[src/rtl/wtc_pkg.sv]
package wtc_pkg;
  // number of Hamming check bits for a given data width
  function automatic int hamming_bits(input int dw);
    for (int p = 1; p < 16; p++)
      if ((1 << p) >= dw + p + 1) return p;
    return 16;
  endfunction

  typedef enum logic [2:0] {
    S_IDLE, S_LOOK, S_FREQ, S_FWAIT, S_WREQ
  } wtc_state_e;
endpackage

[src/rtl/wtc_secded_enc.sv]
module wtc_secded_enc #(
  parameter int DW = 32,
  localparam int HP = wtc_pkg::hamming_bits(DW),
  localparam int NPOS = DW + HP,
  localparam int CWW = NPOS + 1
) (
  input  logic [DW-1:0]  data,
  output logic [CWW-1:0] code
);
  always_comb begin
    int d;
    logic par;
    d = 0;
    code = '0;
    for (int i = 1; i <= NPOS; i++) begin
      if ((i & (i - 1)) != 0) begin
        code[i] = data[d];
        d++;
      end
    end
    for (int k = 0; k < HP; k++) begin
      par = 1'b0;
      for (int i = 1; i <= NPOS; i++)
        if (((i >> k) & 1) == 1) par ^= code[i];
      code[1 << k] = par;
    end
    code[0] = ^code[NPOS:1];
  end
endmodule

[src/rtl/wtc_secded_dec.sv]
module wtc_secded_dec #(
  parameter int DW = 32,
  localparam int HP = wtc_pkg::hamming_bits(DW),
  localparam int NPOS = DW + HP,
  localparam int CWW = NPOS + 1
) (
  input  logic [CWW-1:0] code,
  output logic [DW-1:0]  data,
  output logic           err_single,
  output logic           err_double
);
  logic [CWW-1:0] fix;
  logic [HP-1:0]  syn;
  logic           ovr;

  always_comb begin
    int d;
    syn = '0;
    for (int i = 1; i <= NPOS; i++)
      if (code[i]) syn ^= HP'(i);
    ovr = ^code;
    fix = code;
    err_single = 1'b0;
    err_double = 1'b0;
    if (ovr) begin
      if (int'(syn) <= NPOS) begin
        fix[syn] = ~fix[syn];
        err_single = 1'b1;
      end else begin
        err_double = 1'b1;
      end
    end else if (syn != '0) begin
      err_double = 1'b1;
    end
    d = 0;
    data = '0;
    for (int i = 1; i <= NPOS; i++) begin
      if ((i & (i - 1)) != 0) begin
        data[d] = fix[i];
        d++;
      end
    end
  end
endmodule

[src/rtl/wtc_err_log.sv]
module wtc_err_log #(
  parameter int IW    = 4,
  parameter int CNT_W = 8
) (
  input  logic             clk,
  input  logic             rst,
  input  logic             det_en,
  input  logic             det_corr,
  input  logic             det_uncorr,
  input  logic [IW-1:0]    det_idx,
  input  logic             export_en,
  output logic             ev_out,
  output logic [CNT_W-1:0] cnt_corr,
  output logic [CNT_W-1:0] cnt_uncorr,
  output logic [IW-1:0]    last_idx
);
  always_ff @(posedge clk) begin
    if (rst) begin
      ev_out     <= 1'b0;
      cnt_corr   <= '0;
      cnt_uncorr <= '0;
      last_idx   <= '0;
    end else begin
      ev_out <= det_en && det_uncorr && export_en;
      if (det_en && det_corr && cnt_corr != '1)
        cnt_corr <= cnt_corr + 1'b1;
      if (det_en && det_uncorr && cnt_uncorr != '1)
        cnt_uncorr <= cnt_uncorr + 1'b1;
      if (det_en && (det_corr || det_uncorr))
        last_idx <= det_idx;
    end
  end

  // the exported event lasts one cycle only
  p_ev_pulse_r5: assert property (@(posedge clk) disable iff (rst)
    ev_out |=> !ev_out);
  // no event leaves unless export was enabled at detection
  p_ev_gate_r5: assert property (@(posedge clk) disable iff (rst)
    ev_out |-> $past(export_en));
  // counters never go down (saturate, no wrap)
  p_cnt_sat_r7: assert property (@(posedge clk) disable iff (rst)
    1'b1 |=> (cnt_corr >= $past(cnt_corr)) && (cnt_uncorr >= $past(cnt_uncorr)));
endmodule

[src/rtl/ecc_wt_cache.sv]
module ecc_wt_cache #(
  parameter int AW    = 8,
  parameter int DW    = 32,
  parameter int LINES = 16,
  parameter int CNT_W = 8,
  localparam int IW   = $clog2(LINES),
  localparam int TW   = AW - IW,
  localparam int HP   = wtc_pkg::hamming_bits(DW),
  localparam int CWW  = DW + HP + 1,
  localparam int EW   = TW + CWW
) (
  input  logic             clk,
  input  logic             rst,
  input  logic             cfg_recover_en,
  input  logic             cfg_export_en,
  input  logic [CWW-1:0]   inj_mask,
  input  logic             cpu_req,
  input  logic             cpu_we,
  input  logic [AW-1:0]    cpu_addr,
  input  logic [DW-1:0]    cpu_wdata,
  output logic             cpu_ready,
  output logic             cpu_rvalid,
  output logic [DW-1:0]    cpu_rdata,
  output logic             cpu_rerr,
  output logic             mem_req,
  output logic             mem_we,
  output logic [AW-1:0]    mem_addr,
  output logic [DW-1:0]    mem_wdata,
  input  logic             mem_ready,
  input  logic             mem_rvalid,
  input  logic [DW-1:0]    mem_rdata,
  output logic             ev_uncorr,
  output logic [CNT_W-1:0] cnt_corr,
  output logic [CNT_W-1:0] cnt_uncorr,
  output logic [IW-1:0]    last_err_idx
);
  import wtc_pkg::*;

  wtc_state_e    st;
  logic [AW-1:0] a_q;
  logic [DW-1:0] wd_q;
  logic          we_q;
  logic [LINES-1:0] vld;
  logic [EW-1:0] arr [LINES];
  logic [EW-1:0] rd_q;
  logic          v_q;

  logic [IW-1:0] idx_q;
  logic [TW-1:0] tag_q;
  assign idx_q = a_q[IW-1:0];
  assign tag_q = a_q[AW-1:IW];

  // array write port: store hit or refill
  logic           aw_en;
  logic [DW-1:0]  aw_data;
  logic [CWW-1:0] enc_code;
  logic           hit;
  logic [DW-1:0]  dec_data;
  logic           dec_single, dec_double;

  assign hit     = v_q && (rd_q[EW-1:CWW] == tag_q);
  assign aw_en   = (st == S_LOOK && we_q && hit) || (st == S_FWAIT && mem_rvalid);
  assign aw_data = (st == S_FWAIT) ? mem_rdata : wd_q;

  wtc_secded_enc #(.DW(DW)) u_enc (.data(aw_data), .code(enc_code));
  wtc_secded_dec #(.DW(DW)) u_dec (
    .code(rd_q[CWW-1:0]), .data(dec_data),
    .err_single(dec_single), .err_double(dec_double));

  // block-RAM style storage: one write port, registered read
  always_ff @(posedge clk) begin
    if (aw_en) arr[idx_q] <= {tag_q, enc_code ^ inj_mask};
    if (st == S_IDLE && cpu_req) rd_q <= arr[cpu_addr[IW-1:0]];
  end

  always_ff @(posedge clk) begin
    if (rst) begin
      st         <= S_IDLE;
      vld        <= '0;
      v_q        <= 1'b0;
      a_q        <= '0;
      wd_q       <= '0;
      we_q       <= 1'b0;
      cpu_rvalid <= 1'b0;
      cpu_rdata  <= '0;
      cpu_rerr   <= 1'b0;
    end else begin
      cpu_rvalid <= 1'b0;
      unique case (st)
        S_IDLE: if (cpu_req) begin
          a_q  <= cpu_addr;
          wd_q <= cpu_wdata;
          we_q <= cpu_we;
          v_q  <= vld[cpu_addr[IW-1:0]];
          st   <= S_LOOK;
        end
        S_LOOK: begin
          if (we_q) begin
            st <= S_WREQ;
          end else if (!hit) begin
            st <= S_FREQ;
          end else if (dec_double && cfg_recover_en) begin
            vld[idx_q] <= 1'b0;
            st <= S_FREQ;
          end else begin
            cpu_rvalid <= 1'b1;
            cpu_rdata  <= dec_data;
            cpu_rerr   <= dec_double;
            st <= S_IDLE;
          end
        end
        S_FREQ: if (mem_ready) st <= S_FWAIT;
        S_FWAIT: if (mem_rvalid) begin
          vld[idx_q] <= 1'b1;
          cpu_rvalid <= 1'b1;
          cpu_rdata  <= mem_rdata;
          cpu_rerr   <= 1'b0;
          st <= S_IDLE;
        end
        S_WREQ: if (mem_ready) st <= S_IDLE;
        default: st <= S_IDLE;
      endcase
    end
  end

  assign cpu_ready = (st == S_IDLE);
  assign mem_req   = (st == S_FREQ) || (st == S_WREQ);
  assign mem_we    = (st == S_WREQ);
  assign mem_addr  = a_q;
  assign mem_wdata = wd_q;

  wtc_err_log #(.IW(IW), .CNT_W(CNT_W)) u_log (
    .clk(clk), .rst(rst),
    .det_en(st == S_LOOK && !we_q && hit),
    .det_corr(dec_single), .det_uncorr(dec_double), .det_idx(idx_q),
    .export_en(cfg_export_en), .ev_out(ev_uncorr),
    .cnt_corr(cnt_corr), .cnt_uncorr(cnt_uncorr), .last_idx(last_err_idx));

  // an accepted store reaches lower memory two cycles later with its data
  p_store_wt_r1: assert property (@(posedge clk) disable iff (rst)
    (cpu_req && cpu_ready && cpu_we) |-> ##2
      (mem_req && mem_we && mem_wdata == $past(cpu_wdata, 2)));
  // read data strobe is a single cycle
  p_rvalid_pulse_r2: assert property (@(posedge clk) disable iff (rst)
    cpu_rvalid |=> !cpu_rvalid);
  // a lower-memory read, once taken, is not issued again for the same access
  p_one_fetch_r4: assert property (@(posedge clk) disable iff (rst)
    (mem_req && !mem_we && mem_ready) |=> !mem_req);
  // an error flag only comes with read data
  p_rerr_data_r6: assert property (@(posedge clk) disable iff (rst)
    cpu_rerr |-> cpu_rvalid || $stable(cpu_rerr));
  // no request is taken while lower memory is busy for this access
  p_busy_r9: assert property (@(posedge clk) disable iff (rst)
    mem_req |-> !cpu_ready);
endmodule

[config.mk]
export PLATFORM = sky130hd
export DESIGN_NAME = ecc_wt_cache
export DESIGN_NICKNAME = d
export VERILOG_FILES = /design/src/rtl/wtc_pkg.sv /design/src/rtl/wtc_secded_enc.sv /design/src/rtl/wtc_secded_dec.sv /design/src/rtl/wtc_err_log.sv /design/src/rtl/ecc_wt_cache.sv
export SDC_FILE = /design/constraint.sdc
export NUM_CORES = 1
export LEC_CHECK = 0
export CORE_ASPECT_RATIO = 1.25
export CORE_MARGIN = 5
export CORE_UTILIZATION = 40
export DETAILED_ROUTE_END_ITERATION = 16
export DONT_BUFFER_PORTS = 1
export SYNTH_ARGS = -nofsm -noshare
export SYNTH_HDL_FRONTEND = slang
export SYNTH_SLANG_ARGS = --single-unit
[constraint.sdc]
create_clock -name clk -period 3.55 [get_ports clk]
set_input_delay 0.5325 -clock clk [delete_from_list [all_inputs] [get_ports clk]]
set_output_delay 0.5325 -clock clk [all_outputs]
set_load 0.05 [all_outputs]
==> out/metrics.cfg <==
[run_status]
outcome=complete, no violations

[logic_synthesis]
ys_top_cells_by_area=edfxtp_1 (62%), mux4_2 (14%), dfxtp_1 (6.5%)
synth_top_cell_by_area=edfxtp_1
synth.most_common_cell=edfxtp_1
synth_top_cell_area_share_pct=61.8
synthArstFlopShare_pct=0
ys_types=65
ys_seq_area_share_pct=68.3
synth_edf_count=731
yosys-top-cells-count=edfxtp_1 (731), mux4_2 (222), xnor2_1 (163)
yosys_warnings=0
synth_ff_type=edfxtp_1
synth_seq_cells=847
synth_fp_nets=2181
avgSynthCellArea_sq_um=17.2
syn_area_sq_um=35500
syn_inst=2060

[layout]
n_fill_cell=7336
area_growth_pct=16.4
drive_gt1_share_pct=26.3
diodes=0
stdcell_count=3489
postLayoutCellArea_sq_um=41400
fin_nets=2369
post-route-util_pct=46.8

[die]
rows=122
core_area_sq_um=88400
die_w_um=277
floorplan.initialDensity_pct=40.2
ios=217
die_h_um=343
die-area_sq_um=94900

[detailed_routing]
drtAntennaViolNets=0
drt-wirelength-per-cell_um=29.9
wirelength_mm=104
vias=20096
first_pass_iters=7
drt_iter0_markers=1958
via_per_inst=5.76
drc=0

[clock_tree]
cts_tree=done
cts_max_level=3
clkLatencyLatePin_ns=0.64
path_clk_slew_ns=0.06
root_buffer=clkbuf_16
clockBufferDepth=3
cts_sinks=847
numCtsBuffers=82

[setup_path]
cp.arrival_ns=4.00
path_class=flop to flop
startpoint_type=flop
cp.required_ns=4.05
crit_path_max_fanout=8
end_kind=flop

[grt]
grt.total_usage_pct=21.5
antenna_found_initial=2
grt_pass1_vias=20279
grt_pass1_wl_mm=148
grt_max_degree=178
grt_overflow=0

[power_and_ir_drop]
power_mw=28.1
ir_drop_uv=705
power_per_cell_area_nw_per_um2=679
leakagePower_nw=13.3

[timing]
drv_slew=0
min_period_ns=3.50
fin_worst_skew_ns=0.0265
fmax_mhz=285
final-hold-violation-count=0
tightest_slew_ns=1.24
finalWorstSetupSlack_ns=0.0458
tns_ns=0
rsz0062_at_grt=true
post-route-period-util_pct=98.7
maxSlewHeadroom_pct=16.8
whs_ns=0.0383
setup_viol=0

[placed_design]
dpl.hpwl_mm=66.6
pre_cts_ws_ns=-0.145
port_buffers=0
gp_congestion=0.934
placed_cells=3325
placed_area_sq_um=38500

[job]
cap_violations=0

[min_path]
min_path_type=input port to flop

==> worst paths after layout <==
path / from / to / slack (ns) / cells after the start
setup / recovery: rd_q[38] / flop / 0.05 / 13
hold / removal: cpu_wdata[20] / mem_wdata[20] / 0.04 / 2
setup reg to reg: rd_q[38] / flop / 0.05 / 13
hold reg to reg: v_q / v_q / 0.47 / 2
==> registers in the layout (all words and copies together) (netlist names), 3 cells and up, named ones only <==
name,cells
arr,688
rd_q,43
cpu_rdata,32
mem_wdata,32
mem_addr,8
u_log.cnt_corr,8
u_log.cnt_uncorr,8
u_log.last_idx,4
st,3
==> cell families (layout without fill, tap and decap cells) <==
logic type / after synthesis / after routing / synth area share, %
muxes: 279 / 279 / 15.7
xor gates and xnor gates: 220 / 220 / 5.81
adders and majority gates: 3 / 3 / 0.0986
DFF: 847 / 847 / 68.3
buffers and inverters: 122 / 373 / 1.32
and+or+nand+nor: 368 / 368 / 4.79
AOI/OAI and AO/OA: 221 / 221 / 3.99
==> per-layer routing <==
metal | part of all wire (%) | routed length (um) | global-route usage [%]
met5 | 0.012 | 13 | 0
met4 | 2.8 | 2910 | 5.94
met3 | 8.7 | 9030 | 6.10
met2 | 50 | 52500 | 37.3
met1 | 38 | 39800 | 26.7
==> repair_timing <==
item	4_1_cts	5_1_grt
setup buffers	0	6
hold buffers	11	0
pin swaps	0	4
hold endpoints to repair	95	0
resized for setup	8	16
setup endpoints to repair	48	46
==> worst max-delay path, cell delays in order (launching register included) <==
cell	delay [ns]
edfxtp_1	0.47
xor2_1	0.28
xnor2_1	0.17
buf_4	0.19
xnor2_2	0.32
xor2_2	0.29
nand2_1	0.16
nor3_4	0.23
o2111ai_1	0.17
buf_4	0.21
a2111oi_1	0.46
buf_4	0.19
mux2i_1	0.17
nor2_1	0.05
==> area by class of cell <==
cell class | count | area, sq um | area share [%]
Tap cell | 1178 | 1470 | 3.56
Inverter | 7 | 28.8 | 0.0696
Sequential cell | 847 | 24300 | 58.7
Timing Repair Buffer | 219 | 1930 | 4.66
Clock inverter | 37 | 289 | 0.699
Multi-Input combinational cell | 1091 | 11100 | 26.8
Clock buffer | 110 | 2300 | 5.55
==> power by group <==
part	leakage (nW)	internal [mW]	switching [mW]	total, mW
combinational	4.47	3.00	4.60	7.60
clock	1.26	4.83	3.67	8.49
sequential	7.53	11.9	0.137	12.0
==> cells in the final DEF (no fill, tap or decap), types with 33 or more instances in the layout <==
cell type and instances:
buf_4 189, xnor2_1 149, xor2_1 44, a21oi_1 94
nor2_1 92, nand2_1 147, mux4_2 222, mux2i_1 54
dfxtp_1 116, edfxtp_1 731, clkbuf_16 85, o21ai_0 33
Power figures use the tool's default switching activity.
